--- src/rtl/xcvr_pkg.sv ---
package xcvr_pkg;

    localparam int NUM_DIR = 2;

    typedef enum logic [1:0] {
        SRC_KEEP     = 2'd0,
        SRC_INTERNAL = 2'd1,
        SRC_EXTERNAL = 2'd2
    } bus_src_e;

    typedef struct packed {
        logic load;
        logic pick_store;
        logic drive;
    } lane_ctl_t;

    function automatic bus_src_e pick_source(input logic ext_en, input logic int_en);
        if (ext_en)      return SRC_EXTERNAL;
        else if (int_en) return SRC_INTERNAL;
        else             return SRC_KEEP;
    endfunction

endpackage

--- src/rtl/xcvr_rise.sv ---
module xcvr_rise (
    input  logic clk,
    input  logic strobe,
    output logic rise
);
    logic strobe_q;

    always_ff @(posedge clk) begin
        strobe_q <= strobe;
    end

    assign rise = strobe & ~strobe_q;
endmodule

--- src/rtl/xcvr_lane.sv ---
module xcvr_lane #(
    parameter int DW            = 8,
    parameter bit OE_ACTIVE_LOW = 1'b0
) (
    input  logic              clk,
    input  logic              rst,
    input  xcvr_pkg::lane_ctl_t ctl,
    input  logic [DW-1:0]     src_bus,
    output logic [DW-1:0]     drv_data,
    output logic              drv_en
);
    logic          load_rise;
    logic [DW-1:0] store_q;
    logic          en_next;

    xcvr_rise u_rise (
        .clk    (clk),
        .strobe (ctl.load),
        .rise   (load_rise)
    );

    generate
        if (OE_ACTIVE_LOW) begin : g_en_low
            assign en_next = ~ctl.drive;
        end else begin : g_en_high
            assign en_next = ctl.drive;
        end
    endgenerate

    always_ff @(posedge clk) begin
        if (rst) begin
            store_q  <= '0;
            drv_data <= '0;
            drv_en   <= 1'b0;
        end else begin
            if (load_rise) store_q <= src_bus;
            drv_data <= ctl.pick_store ? store_q : src_bus;
            drv_en   <= en_next;
        end
    end

    AST_LOAD_CAPTURE: assert property (@(posedge clk) disable iff (rst)
        $rose(ctl.load) |=> store_q == $past(src_bus));
    AST_NO_STRAY_LOAD: assert property (@(posedge clk) disable iff (rst)
        !$rose(ctl.load) |=> $stable(store_q));
    AST_STORED_PATH: assert property (@(posedge clk) disable iff (rst)
        ctl.pick_store |=> drv_data == $past(store_q));
    AST_LIVE_PATH: assert property (@(posedge clk) disable iff (rst)
        !ctl.pick_store |=> drv_data == $past(src_bus));
endmodule

--- src/rtl/xcvr_resolve.sv ---
module xcvr_resolve #(
    parameter int DW = 8
) (
    input  logic          clk,
    input  logic          rst,
    input  logic [DW-1:0] ext_data,
    input  logic          ext_en,
    input  logic [DW-1:0] int_data,
    input  logic          int_en,
    output logic [DW-1:0] bus,
    output logic          clash
);
    import xcvr_pkg::*;

    bus_src_e      src;
    logic [DW-1:0] keep_q;

    assign src = pick_source(ext_en, int_en);

    always_comb begin
        unique case (src)
            SRC_EXTERNAL: bus = ext_data;
            SRC_INTERNAL: bus = int_data;
            default:      bus = keep_q;
        endcase
    end

    always_ff @(posedge clk) begin
        if (rst) keep_q <= '0;
        else     keep_q <= bus;
    end

    assign clash = ext_en & int_en;

    AST_EXT_WINS: assert property (@(posedge clk) disable iff (rst)
        ext_en |-> bus == ext_data);
    AST_KEEPER_HOLDS: assert property (@(posedge clk) disable iff (rst || $past(rst))
        (!ext_en && !int_en) |-> bus == $past(bus));
endmodule

--- src/rtl/dual_reg_xcvr.sv ---
module dual_reg_xcvr #(
    parameter int DW = 8
) (
    input  logic          clk,
    input  logic          rst,
    input  logic [DW-1:0] a_in,
    input  logic          a_in_en,
    input  logic [DW-1:0] b_in,
    input  logic          b_in_en,
    input  logic          load_ab,
    input  logic          load_ba,
    input  logic          pick_ab_store,
    input  logic          pick_ba_store,
    input  logic          drive_b_en,
    input  logic          drive_a_n,
    output logic [DW-1:0] a_bus,
    output logic [DW-1:0] b_bus,
    output logic [DW-1:0] a_out,
    output logic          a_out_en,
    output logic [DW-1:0] b_out,
    output logic          b_out_en,
    output logic          a_clash,
    output logic          b_clash
);
    import xcvr_pkg::*;

    // lane 0: A to B, lane 1: B to A; bus 0 is A, bus 1 is B
    lane_ctl_t [NUM_DIR-1:0]         ctl;
    logic      [NUM_DIR-1:0][DW-1:0] bus_val;
    logic      [NUM_DIR-1:0][DW-1:0] ext_val;
    logic      [NUM_DIR-1:0]         ext_en;
    logic      [NUM_DIR-1:0][DW-1:0] lane_data;
    logic      [NUM_DIR-1:0]         lane_en;
    logic      [NUM_DIR-1:0]         clash;

    assign ctl[0]  = '{load: load_ab, pick_store: pick_ab_store, drive: drive_b_en};
    assign ctl[1]  = '{load: load_ba, pick_store: pick_ba_store, drive: drive_a_n};
    assign ext_val = {b_in, a_in};
    assign ext_en  = {b_in_en, a_in_en};

    generate
        for (genvar i = 0; i < NUM_DIR; i++) begin : g_dir
            // lane i reads bus i and drives bus (NUM_DIR-1-i)
            xcvr_lane #(.DW(DW), .OE_ACTIVE_LOW(i == 1)) u_lane (
                .clk      (clk),
                .rst      (rst),
                .ctl      (ctl[i]),
                .src_bus  (bus_val[i]),
                .drv_data (lane_data[i]),
                .drv_en   (lane_en[i])
            );
            xcvr_resolve #(.DW(DW)) u_bus (
                .clk      (clk),
                .rst      (rst),
                .ext_data (ext_val[i]),
                .ext_en   (ext_en[i]),
                .int_data (lane_data[NUM_DIR-1-i]),
                .int_en   (lane_en[NUM_DIR-1-i]),
                .bus      (bus_val[i]),
                .clash    (clash[i])
            );
        end
    endgenerate

    assign a_bus    = bus_val[0];
    assign b_bus    = bus_val[1];
    assign a_out    = lane_data[1];
    assign a_out_en = lane_en[1];
    assign b_out    = lane_data[0];
    assign b_out_en = lane_en[0];
    assign a_clash  = clash[0];
    assign b_clash  = clash[1];

    AST_ISOLATION: assert property (@(posedge clk) disable iff (rst)
        (!drive_b_en && drive_a_n) |=> (!a_out_en && !b_out_en));
    AST_LOAD_STAGGER: assert property (@(posedge clk) disable iff (rst)
        !($rose(load_ab) && $rose(load_ba) && (pick_ab_store || pick_ba_store)));
    AST_RESET_QUIET: assert property (@(posedge clk)
        $past(rst) |-> (!a_out_en && !b_out_en && a_out == '0 && b_out == '0));
endmodule

--- config.mk ---
export PLATFORM = sky130hd
export DESIGN_NAME = dual_reg_xcvr
export DESIGN_NICKNAME = d
export VERILOG_FILES = /design/src/rtl/xcvr_pkg.sv /design/src/rtl/xcvr_rise.sv /design/src/rtl/xcvr_lane.sv /design/src/rtl/xcvr_resolve.sv /design/src/rtl/dual_reg_xcvr.sv
export SDC_FILE = /design/constraint.sdc
export NUM_CORES = 1
export LEC_CHECK = 0
export ABC_AREA = 0
export BUFFER_PORTS_ARGS = -buffer_cell sky130_fd_sc_hd__buf_2
export CELL_PAD_IN_SITES_DETAIL_PLACEMENT = 1
export CELL_PAD_IN_SITES_GLOBAL_PLACEMENT = 1
export CORE_MARGIN = 3
export CORE_UTILIZATION = 30
export CTS_CLUSTER_DIAMETER = 150
export CTS_CLUSTER_SIZE = 25
export DETAILED_ROUTE_END_ITERATION = 16
export MAX_ROUTING_LAYER = met4
export PLACE_DENSITY_LB_ADDON = 0.1
export SYNTH_ARGS = -nofsm -noshare
export SYNTH_HDL_FRONTEND = slang
export SYNTH_HIERARCHICAL = 1
export SYNTH_SLANG_ARGS = --single-unit
--- constraint.sdc ---
create_clock -name clk -period 1.1 [get_ports clk]
set_input_delay 0.055 -clock clk [delete_from_list [all_inputs] [get_ports clk]]
set_output_delay 0.055 -clock clk [all_outputs]
set_load 0.02 [all_outputs]
# Word-level counts from Yosys, hierarchy flattened
# Index checks and enable logic that the tools add are counted.
[op_classes]
eq_ne = 4
n_mux = 8
bitwise = 7
[op_table]
columns = ["operator", "count"]
rows = [
  ["8-bit one-hot mux with 2 select lines", 2],
  ["8-bit 2-to-1 mux", 2],
  ["1-bit bitwise AND", 4],
  ["2-bit by 1-bit == test with 1-bit output (second input constant)", 2],
  ["2-bit == test (second input constant)", 2],
  ["2-bit 2-to-1 mux", 2],
  ["1-bit NOT", 3],
  ["1-bit 2-to-1 mux", 2],
]
[totals]
in_bits = 26
register_bits = 52
elab_cells = 29
output_inout_bits = 36

# Logic depth before layout (Yosys ltp)
# Gate-level depths: netlist of the first run.
[logic_depth]
ltp_word = 5
mapped_depth = 5
depth_no_buf = 4

# Cells and area by module
# Netlist of the first run, hierarchy kept.
[by_module_without_submodules]
columns = ["mod", "cells_per_inst", "area_each_um2", "n_inst", "seq_area_each_um2"]
rows = [
  ["xcvr_resolve", 45, 436.7, 2, 160.2],
  ["xcvr_lane at g_dir[0].u_lane", 54, 605.6, 1, 340.3],
  ["xcvr_lane at g_dir[1].u_lane", 54, 603.1, 1, 340.3],
  ["xcvr_rise", 2, 33.8, 2, 20.0],
]

# Worst setup path before layout of the first run
# OpenSTA, ideal clock, no wires.
[synth_path]
path_kind = "reg2reg"
start = "register g_dir[1].u_lane.drv_en"
end = "register g_dir[0].u_lane.store_q[0]"
required_ns = 1.034
setup_slack_ns = -0.372
period_less_slack_ns = 1.472
t_arrival_ns = 1.406
path_buffers = 1
setup_time_ns = 0.066
stages_incl_launch_ff = 6
cell_sequence = "dfxtp_1 -> buf_6 -> mux2i_1 -> a21oi_1 -> mux2i_1 -> nor2_1"
[synth_between]
elab_chain_len = 4
word_cells_on_any_way = 5
cone_classes = "eq/ne (2); mux (3)"
[synth_lines]
columns = ["item", "line", "rtl"]
rows = [
  ["from (decl)", "xcvr_lane.sv:10", "output logic drv_en"],
  ["from (signal assigned)", "xcvr_lane.sv:38", "drv_en <= en_next;"],
  ["1-bit 2-to-1 mux *", "xcvr_pkg.sv:19", "else if (int_en) return SRC_INTERNAL;"],
  ["2-bit 2-to-1 mux *", "xcvr_pkg.sv:18", "if (ext_en) return SRC_EXTERNAL;"],
  ["2-bit by 1-bit == test with 1-bit output or 2-bit == test (tied branches)", "xcvr_resolve.sv:21", "unique case (src)"],
  ["8-bit one-hot mux with 2 select lines *", "xcvr_resolve.sv:21", ""],
  ["net a_bus[0]", "dual_reg_xcvr.sv:16", "output logic [DW-1:0] a_bus,"],
  ["to (signal assigned)", "xcvr_lane.sv:36", "if (load_rise) store_q <= src_bus;"],
  ["to (decl)", "xcvr_lane.sv:13", "logic [DW-1:0] store_q;"],
]
# Mark *: on every way through the listed nets, which the timed path passes. The rest lies on a longest branch.
# A chain may end at the register's enable or synchronous reset.

# Worst setup path after layout of the first run
[layout_path]
start = "register g_dir[1].u_lane.drv_en"
end = "output port a_bus[2]"
[layout_between]
elab_chain_len = 4
word_cells_on_any_way = 5
cone_classes = "eq/ne (2); mux (3)"
[layout_lines]
columns = ["item", "line"]
rows = [
  ["1-bit 2-to-1 mux *", "xcvr_pkg.sv:19"],
  ["2-bit 2-to-1 mux *", "xcvr_pkg.sv:18"],
  ["2-bit by 1-bit == test with 1-bit output or 2-bit == test (tied branches)", "xcvr_resolve.sv:21"],
  ["8-bit one-hot mux with 2 select lines *", "xcvr_resolve.sv:21"],
  ["to (decl)", "dual_reg_xcvr.sv:16"],
]
# Mark *: on every way between the ends. The rest lies on a longest branch, timed or not.

==> results of run 1 <==
-- layer usage --
| layer | share of wire | vias up | GRT usage |
|---|---|---|---|
| met3 | 0.038 | 5 | 0.0300 |
| met1 | 0.47 | 857 | 0.217 |
| met4 | 0.0052 | 0 | 0.0344 |
| li1 | - | 871 | - |
| met2 | 0.49 | 38 | 0.248 |
| met5 | 0 | - | - |
-- worst max-delay path: stages (launching register included) --
cell and delay, ns:
dfxtp_4 0.39, buf_12 0.14, mux2i_4 0.19, a21oi_4 0.20
buf_6 0.15
-- worst paths after layout --
path / startpoint / end / slack (ns)
worst max-delay path: g_dir[1].u_lane/drv_en / a_bus[2] / -0.33
worst min-delay path: rst / g_dir[1].u_lane/drv_en / 0.10
worst max register to register: g_dir[1].u_lane/drv_en / g_dir[0].u_lane/store_q[3] / -0.24
worst min register to register: g_dir[0].u_lane/store_q[0] / g_dir[0].u_lane/drv_data[0] / 0.50
-- repair_timing --
action	CTS	global route
gates resized for setup	55	8
setup buffers	16	6
endpoints found under the hold margin	4	0
pin swaps	12	11
setup endpoints to repair	53	61
hold buffers	4	0
-- logic make-up (layout without fill, tap and decap cells) --
| family | after synthesis | after routing |
|---|---|---|
| AOI/OAI and AO/OA | 32 | 32 |
| buffers and inverters | 16 | 107 |
| DFF | 52 | 52 |
| muxes | 48 | 48 |
| and+or+nand+nor | 54 | 54 |
-- where the power goes --
group / switching, mW / internal, mW
clock: 0.629 / 0.585
sequential: 0.107 / 2.00
combinational: 0.586 / 0.636
total: 1.32 / 3.22
-- flip-flops by register name, indices dropped and copies added, names as in the netlist --
register / cells
g_dir.u_bus/keep_q: 16
g_dir.u_lane/store_q: 16
g_dir.u_lane/drv_data: 16
g_dir.u_lane/u_rise/strobe_q: 2
g_dir.u_lane/drv_en: 2
-- layout make-up --
| cell class | count | area [um2] |
|---|---|---|
| Sequential cell | 52 | 1050 |
| Timing Repair Buffer | 97 | 876 |
| Multi-Input combinational cell | 134 | 1380 |
| Clock buffer | 7 | 97.6 |
| Clock inverter | 1 | 5.00 |
| Inverter | 2 | 7.51 |
| Fill cell | 756 | 3340 |
| Tap cell | 96 | 120 |
-- cells in the mapped netlist --
cell type  number
a211oi_1       12
a211oi_2        4
a21oi_1        16
and2_1          2
buf_1           2
buf_2           2
buf_6          10
dfxtp_1        52
inv_2           2
mux2i_1        48
nor2_1         33
nor2b_1        17
nor2b_4         2
-- metrics by stage --
step / utilization / hold slack [ns] / std cells
3_3_place_gp: 0.439 / 0.174 / 356
3_5_place_dp: 0.439 / 0.175 / 356
5_1_grt: 0.514 / 0.102 / 389
2_1_floorplan: - / 0.0827 / 202
4_1_cts: 0.504 / 0.0999 / 384
6_report: 0.514 / 0.103 / 389
==> impl_metrics.toml, run 1 <==
[grt]
grt_pass1_vias = 1832
grt_pass1_wl_um = 9990
antenna_found_initial = 0
overflow = 0
grt.total_usage = 0.160
grt_max_degree = 27

[final_layout]
final_common_cell = "dfxtp_1"
design_area_um2 = 3530
most-common-layout-cells = "50 x dfxtp_1, 42 x buf_2, 38 x buf_6"
n_antenna_cell = 0
layout-drive-gt1-share = 0.505
area.growth.synth_to_final_pct = 64.3
nets = 318

[route]
dr.pass1.iters = 4
drc = 0
ant_nets = 0
drtIter0Drc = 40
drt_wl_total_um = 6200
wl_per_cell_um = 15.9
num_vias = 1771
routed_via_density = 4.55

[synth]
synth_top_area_cell = "dfxtp_1"
synth_top_area_share = 0.484
synth_seq_cells = 52
yosys.area_share.simple = 0.126
synth_area_per_cell_um2 = 10.6
syn_area_um2 = 2150
synth_compound_area_frac = 0.102
synth_nets = 228
synth_area_leaders = "dfxtp_1 48%, mux2i_1 22%, nor2_1 5.8%, buf_6 5.2%, nor2b_1 4.9%"
synth.mux.area_fraction = 0.224
yosys_warnings = 6
synth-adder-area-share = 0
synth_cells = 202
synth_top_family_by_area = "multiplexers"
synthXorXnorAreaFrac = 0
seq_area_frac_synth = 0.484
yosys.cell_types.count = 13

[timing]
relSlewSlack = 0.613
period_share = 1.30
finalMaxSlewViolations = 0
hold_viol = 0
max_freq_mhz = 699
worst_pin_slew_ns = 0.580
min_period_ns = 1.43
setup_ws_ns = -0.330
rsz0062_at_grt = "yes"
tns_ns = -10.43
fin_worst_skew_ns = 0.00797
setup_viol = 56

[placement]
dpl_cell_area_um2 = 3020
portBuffers = 61
dp_hpwl_um = 4610
dpl_worst_slack_ns = -0.134
gp_congestion = 0.706

[worst_hold_path]
hp-class = "primary input to flop"
hold_depth = 2

[setup_path]
worstRegToRegCells = 6
start_kind = "flop"
required_ns = 1.04
cp-end-kind = "primary output"
cp_max_fo = 4
cp_data_arrival_time_ns = 1.38
critPathKind = "flop to primary output"

[clock_tree]
insertion_delay_ns = 0.30
ctsHtreeMaxLevel = 2
clk_path_buf_depth = 2
cts_sinks = 52
cts_tree = "built"
cts.clk_slew.worst_paths_ns = 0.10
ctsRootBufferMaster = "clkbuf_8"
cts_buffers = 5

[pwr]
leakage_nw = 1.42
power_density_nw_per_um2 = 1290
p_total_mw = 4.55
irDropWorstVdd_v = 0.000572

[die]
core_area_um2 = 6870
rows = 30
die_y_um = 90.6
dieArea_um2 = 8220
initial_utilization = 0.313
die_w_um = 90.6
io-pin-count = 62

[status]
status = "finished, violations left"
violations = "setup timing"

[run]
cap_violations = 0
No activity file was read; power rests on OpenSTA's default activity.
==> run 2: changes to the inputs <==
--- a/config.mk
+++ b/config.mk
@@ -9,7 +9,6 @@
 export BUFFER_PORTS_ARGS = -buffer_cell sky130_fd_sc_hd__buf_2
 export CELL_PAD_IN_SITES_DETAIL_PLACEMENT = 1
 export CELL_PAD_IN_SITES_GLOBAL_PLACEMENT = 1
-export CORE_MARGIN = 3
 export CORE_UTILIZATION = 30
 export CTS_CLUSTER_DIAMETER = 150
 export CTS_CLUSTER_SIZE = 25
==> constraint.sdc (replaced) <==
create_clock -name clk -period 1.7 [get_ports clk]
set_input_delay 0.085 -clock clk [delete_from_list [all_inputs] [get_ports clk]]
set_output_delay 0.085 -clock clk [all_outputs]
set_load 0.02 [all_outputs]
==> run 2 against run 1 <==
- the flow now finishes without violations
- sequential share of layout area up 9.7 points
- core utilization down 13 points
- worst setup slack better by 0.41 ns
- final cell count down 7.5%
- count of clock-buffer cells in the layout down 1
- global-route usage down 0.12 points
- non-clock buffer count down 29
- highest routed layer unchanged
- final area down 25%
- register-to-register slack better by 0.63 ns
- die area down 8.6%
- clock power down 29%
==> impl_metrics.toml, run 2 (synthesis results as in run 1) <==
[setup_path]
start_kind = "flop"
cp_data_arrival_time_ns = 1.54
cp_max_fo = 10
critPathKind = "flop to primary output"
required_ns = 1.62
cp-end-kind = "primary output"

[timing]
period_share = 0.955
relSlewSlack = 0.739
hold_viol = 0
max_freq_mhz = 616
worst_pin_slew_ns = 0.392
setup_viol = 0
fin_worst_skew_ns = 0.0103
finalMaxSlewViolations = 0
tns_ns = 0
rsz0062_at_grt = "no"
min_period_ns = 1.62

[clock_tree]
ctsHtreeMaxLevel = 2
cts.clk_slew.worst_paths_ns = 0.10
clk_path_buf_depth = 2
ctsRootBufferMaster = "clkbuf_8"
cts_buffers = 5
insertion_delay_ns = 0.30
cts_tree = "built"
cts_sinks = 52

[pwr]
irDropWorstVdd_v = 0.000378
leakage_nw = 1.16
power_density_nw_per_um2 = 1010

[final_layout]
layout-drive-gt1-share = 0.311
top_regs = "g_dir.u_bus/keep_q: 16 flops, g_dir.u_lane/drv_data: 16 flops, g_dir.u_lane/store_q: 16 flops"
most-common-layout-cells = "61 x buf_2, 52 x dfxtp_1, 48 x mux2i_1"
fin_util = 0.385
nets = 289
final_common_cell = "buf_2"
n_antenna_cell = 0
area.growth.synth_to_final_pct = 22.9

[grt]
overflow = 0
grt_max_degree = 51
grt_pass1_wl_um = 8620
grt_pass1_vias = 1662
antenna_found_initial = 0
grt.total_usage = 0.158

[route]
num_vias = 1620
routed_via_density = 4.50
drt_wl_total_um = 5400
drtIter0Drc = 66
dr.pass1.iters = 4
drc = 0
ant_nets = 0
wl_per_cell_um = 15.0

[placement]
dp_hpwl_um = 3900
portBuffers = 61
gp_congestion = 0.710

[die]
rows = 30
core_area_um2 = 6870
initial_utilization = 0.313
die_y_um = 86.6
die_w_um = 86.6
dieArea_um2 = 7510
io-pin-count = 62

[run]
cap_violations = 0

[worst_hold_path]
hp-class = "primary input to flop"

[status]
status = "complete, no violations"
==> run 2: cell count changes in the layout (fill, tap and decap cells not counted), moves of 3 or more <==
cell	previous run	this run
a211oi_2	7	4
mux2i_4	16	0
buf_2	42	61
mux2i_1	30	48
buf_4	5	2
buf_12	8	1
a21oi_4	16	0
a21oi_2	0	3
a211oi_1	9	12
a21oi_1	0	13
buf_6	38	0
==> run 2: worst paths after layout <==
| check | startpoint | end | slack, ns | depth (start not counted) |
|---|---|---|---|---|
| min | b_in[0] | g_dir[1].u_bus/keep_q[0] | 0.12 | 3 |
| max reg2reg | g_dir[1].u_lane/drv_en | g_dir[0].u_lane/drv_data[0] | 0.39 | 5 |
| max | g_dir[0].u_lane/drv_en | b_bus[7] | 0.08 | 4 |
| min reg2reg | g_dir[1].u_lane/store_q[6] | g_dir[1].u_lane/store_q[6] | 0.50 | 2 |
==> run 2: per-stage QoR <==
| step | power (mW) | hold WS, ns | instance area, um2 | setup WS [ns] | instances |
|---|---|---|---|---|---|
| CTS | 2.70 | 0.113 | 2630 | 0.0418 | 360 |
| detailed placement | 1.83 | 0.208 | 2480 | 0.368 | 348 |
| global placement | 1.83 | 0.205 | 2480 | 0.395 | 348 |
| finish | 2.66 | 0.125 | 2640 | 0.0761 | 360 |
| global route | 2.80 | 0.121 | 2640 | 0.00425 | 360 |
| floorplan | 1.68 | 0.113 | 2150 | 0.228 | 202 |
==> run 2: cell type report <==
type / count / area, um2
Clock buffer: 6 / 72.6
Clock inverter: 2 / 38.8
Fill cell: 815 / 4230
Inverter: 2 / 7.51
Multi-Input combinational cell: 134 / 982
Sequential cell: 52 / 1040
Tap cell: 96 / 120
Timing Repair Buffer: 68 / 380
==> run 2: metal layers <==
layer | routed length, um | vias to the layer above | track usage
met5 | 0 | - | -
met4 | 29 | 0 | 0.0409
li1 | - | 812 | -
met1 | 2710 | 771 | 0.212
met3 | 165 | 2 | 0.0295
met2 | 2500 | 35 | 0.246
==> run 2: what timing repair did <==
item | CTS | global route
hold buffers | 4 | 0
buffers inserted | 0 | 0
gates resized for setup | 0 | 3
setup endpoints to repair | 0 | 3
endpoints found under the hold margin | 4 | 0
==> run 2: worst max-delay path, cell delays in order, from the launching register on <==
cell	delay (ns)
dfxtp_1	0.31
buf_4	0.18
mux2i_1	0.15
a21oi_1	0.36
buf_2	0.24
==> run 2: power breakdown <==
group / switching (mW) / internal [mW]
clock: 0.409 / 0.445
combinational: 0.286 / 0.183
sequential: 0.0401 / 1.30
==> run 3: changes to the inputs <==
--- a/config.mk
+++ b/config.mk
@@ -17,5 +17,4 @@
 export PLACE_DENSITY_LB_ADDON = 0.1
 export SYNTH_ARGS = -nofsm -noshare
 export SYNTH_HDL_FRONTEND = slang
-export SYNTH_HIERARCHICAL = 1
 export SYNTH_SLANG_ARGS = --single-unit
==> run 3 against run 2 <==
- final cell count rose by 12%
- power down 0.34%
- area after synthesis grew 12%
- via count rose by 19%
- final area is 10% higher
- largest cell class is now multi-input combinational cells
- highest routed layer unchanged
==> impl_metrics.toml, run 3 <==
[route]
ant_nets = 0
dr.pass1.iters = 4
wl_per_cell_um = 15.7
drtIter0Drc = 54
routed_via_density = 4.79
num_vias = 1932
drc = 0
drt_wl_total_um = 6330

[die]
die_y_um = 91.6
dieArea_um2 = 8390
io-pin-count = 62
initial_utilization = 0.312
die_w_um = 91.6
rows = 32
core_area_um2 = 7730

[synth]
synth_area_per_cell_um2 = 9.87
synth_top_area_cell = "dfxtp_1"
synth_cells = 244
synthArstFlopShare = 0
syn_area_um2 = 2410
yosys.cell_count.top_type = "dfxtp_1"
synth_top_area_share = 0.432
yosys.cell_types.count = 18
synth_nets = 270
yosys_warnings = 0
yosys-top-cells-count = "52 x dfxtp_1, 45 x nor2_1, 32 x nor3_1, 17 x nor2b_1"
seq_area_frac_synth = 0.432
synth_area_leaders = "dfxtp_1 43%, a2111oi_2 10%, mux2_4 10%, nor2_1 7.0%, nor3_1 6.6%"
synth_flop_cell = "dfxtp_1"
synth_edf_count = 0
synth_seq_cells = 52

[grt]
grt_max_degree = 29
grt.total_usage = 0.161
antenna_found_initial = 0
grt_pass1_wl_um = 10200
overflow = 0
grt_pass1_vias = 1895

[final_layout]
layout-drive-gt1-share = 0.429
nets = 326
regArea_um2 = 1040
multiInputGateArea_um2 = 1260
design_area_um2 = 2920
final_common_cell = "buf_2"
fillers = 907
n_antenna_cell = 0
most-common-layout-cells = "61 x buf_2, 51 x dfxtp_1, 32 x nor3_1"
top_regs = "g_dir.u_bus.keep_q: 16 flops, g_dir.u_lane.drv_data: 16 flops, g_dir.u_lane.store_q: 16 flops"
fin_cells = 403
fin_util = 0.378
area.growth.synth_to_final_pct = 21.2

[worst_hold_path]
min_from = "a_in[4]"
hold_end = "g_dir[0].u_bus.keep_q[4]"
hold_depth = 3
hp-class = "primary input to flop"

[timing]
setup_ws_ns = 0.0809
finalMaxSlewViolations = 0
fin_worst_skew_ns = 0.0100
worst_pin_slew_ns = 0.626
setup_viol = 0
relSlewSlack = 0.583
max_freq_mhz = 618
period_share = 0.952
tns_ns = 0
rsz0062_at_grt = "no"
min_period_ns = 1.62
hold_viol = 0
holdWs_ns = 0.0935

[clock_tree]
cts_sinks = 52
cts_buffers = 5
cts.clk_slew.worst_paths_ns = 0.10
cts_tree = "built"
ctsHtreeMaxLevel = 2
clk_path_buf_depth = 2
ctsRootBufferMaster = "clkbuf_8"
postCtsSetupBuffers = 0
insertion_delay_ns = 0.30

[pwr]
power_density_nw_per_um2 = 908
leakage_nw = 1.16
irDropWorstVdd_v = 0.000305
p_total_mw = 2.65

[setup_path]
cp_slowest_cell = "dfxtp_2"
cpMostUsedCell = "nor2_1"
cp_max_fo = 8
r2r_start = "g_dir[0].u_lane.u_rise.strobe_q"
cp_top_family = "flip-flops"
worstRegToRegCells = 3
worst_r2r_endpoint = "g_dir[0].u_lane.store_q[6]"
crit_buf_inv = 2
required_ns = 1.62
slowest_delay_ns = 0.35
regToRegSetupSlack_ns = 0.36
critPathKind = "flop to primary output"
cp-end-kind = "primary output"
cp_data_arrival_time_ns = 1.53
start_kind = "flop"
crit_chain = "buf_6, mux2_4, nor2_1, nor2_1, buf_2"

[placement]
place_inst = 391
gp_congestion = 0.725
dpl_worst_slack_ns = 0.300
dp_hpwl_um = 4520
portBuffers = 61
dpl_cell_area_um2 = 2730

[run]
cap_violations = 0

[status]
status = "complete, no violations"
run 3: cell types whose count changed in the layout (fill, tap and decap cells not counted), sizes merged, moves of 2 or more:
cell     previous run  this run
nor2               33        49
mux2                0        16
inv                 3         1
mux2i              48         0
nand2               0        16
a211oi             16         0
o32ai               0        16
a2111oi             0        16
a21oi              16         0
or2                 0         2
buf                64        67
nor3                0        32
or2b                0         2
run 3: area by class of cell:
class / instances / share of cell area
timing repair buffer: 71 / 0.136
clock inverter: 3 / 0.00729
clock buffer: 5 / 0.0236
multi-input combinational: 170 / 0.432
sequential: 52 / 0.357
tap: 102 / 0.0437
run 3: logic make-up (layout without fill, tap and decap cells):
logic type / count (synthesis) / count (layout) / synth area share
flip-flops: 52 / 52 / 0.432
AO/OA/AOI/OAI: 32 / 32 / 0.158
AND/OR/NAND/NOR: 122 / 122 / 0.244
buffers and inverters: 22 / 79 / 0.0660
multiplexers: 16 / 16 / 0.0997
run 3: what timing repair did:
item                       in CTS  in global routing
hold endpoints to repair        4                  0
setup endpoints to repair      11                 15
pin swaps                       0                  0
resized for setup               8                 13
hold buffers                    4                  0
run 3: routing by layer:
layer / vias up / wire length, um / GRT usage
met5: - / 0 / -
met4: 0 / 44 / 0.0397
met3: 4 / 261 / 0.0276
met2: 41 / 2750 / 0.234
met1: 914 / 3280 / 0.231
li1: 973 / - / -
run 3: where the power goes:
part,internal [mW],total [mW],switching (mW),leakage (nW)
sequential,1.30,1.35,0.0463,0.431
clock,0.293,0.726,0.432,0.0445
combinational,0.234,0.576,0.342,0.681
run 3: worst max path at each step:
stage,depth (start not counted),slack (ns),start,end
2_1_floorplan,4,0.35,g_dir[1].u_lane.drv_en,g_dir[0].u_lane.store_q[4]
3_3_place_gp,5,0.32,g_dir[1].u_lane.drv_en,a_bus[2]
3_5_place_dp,5,0.30,g_dir[1].u_lane.drv_en,a_bus[2]
4_1_cts,5,0.008,g_dir[0].u_lane.drv_en,b_bus[1]
5_1_grt,5,0.002,g_dir[1].u_lane.drv_en,a_bus[7]
6_report,5,0.08,g_dir[0].u_lane.drv_en,b_bus[5]
run 3: worst reg2reg max path, stage by stage (launching register included):
cell	delay [ns]
dfxtp_1	0.35
nor2b_4	0.43
nor2_1	0.11
a2111oi_2	0.36
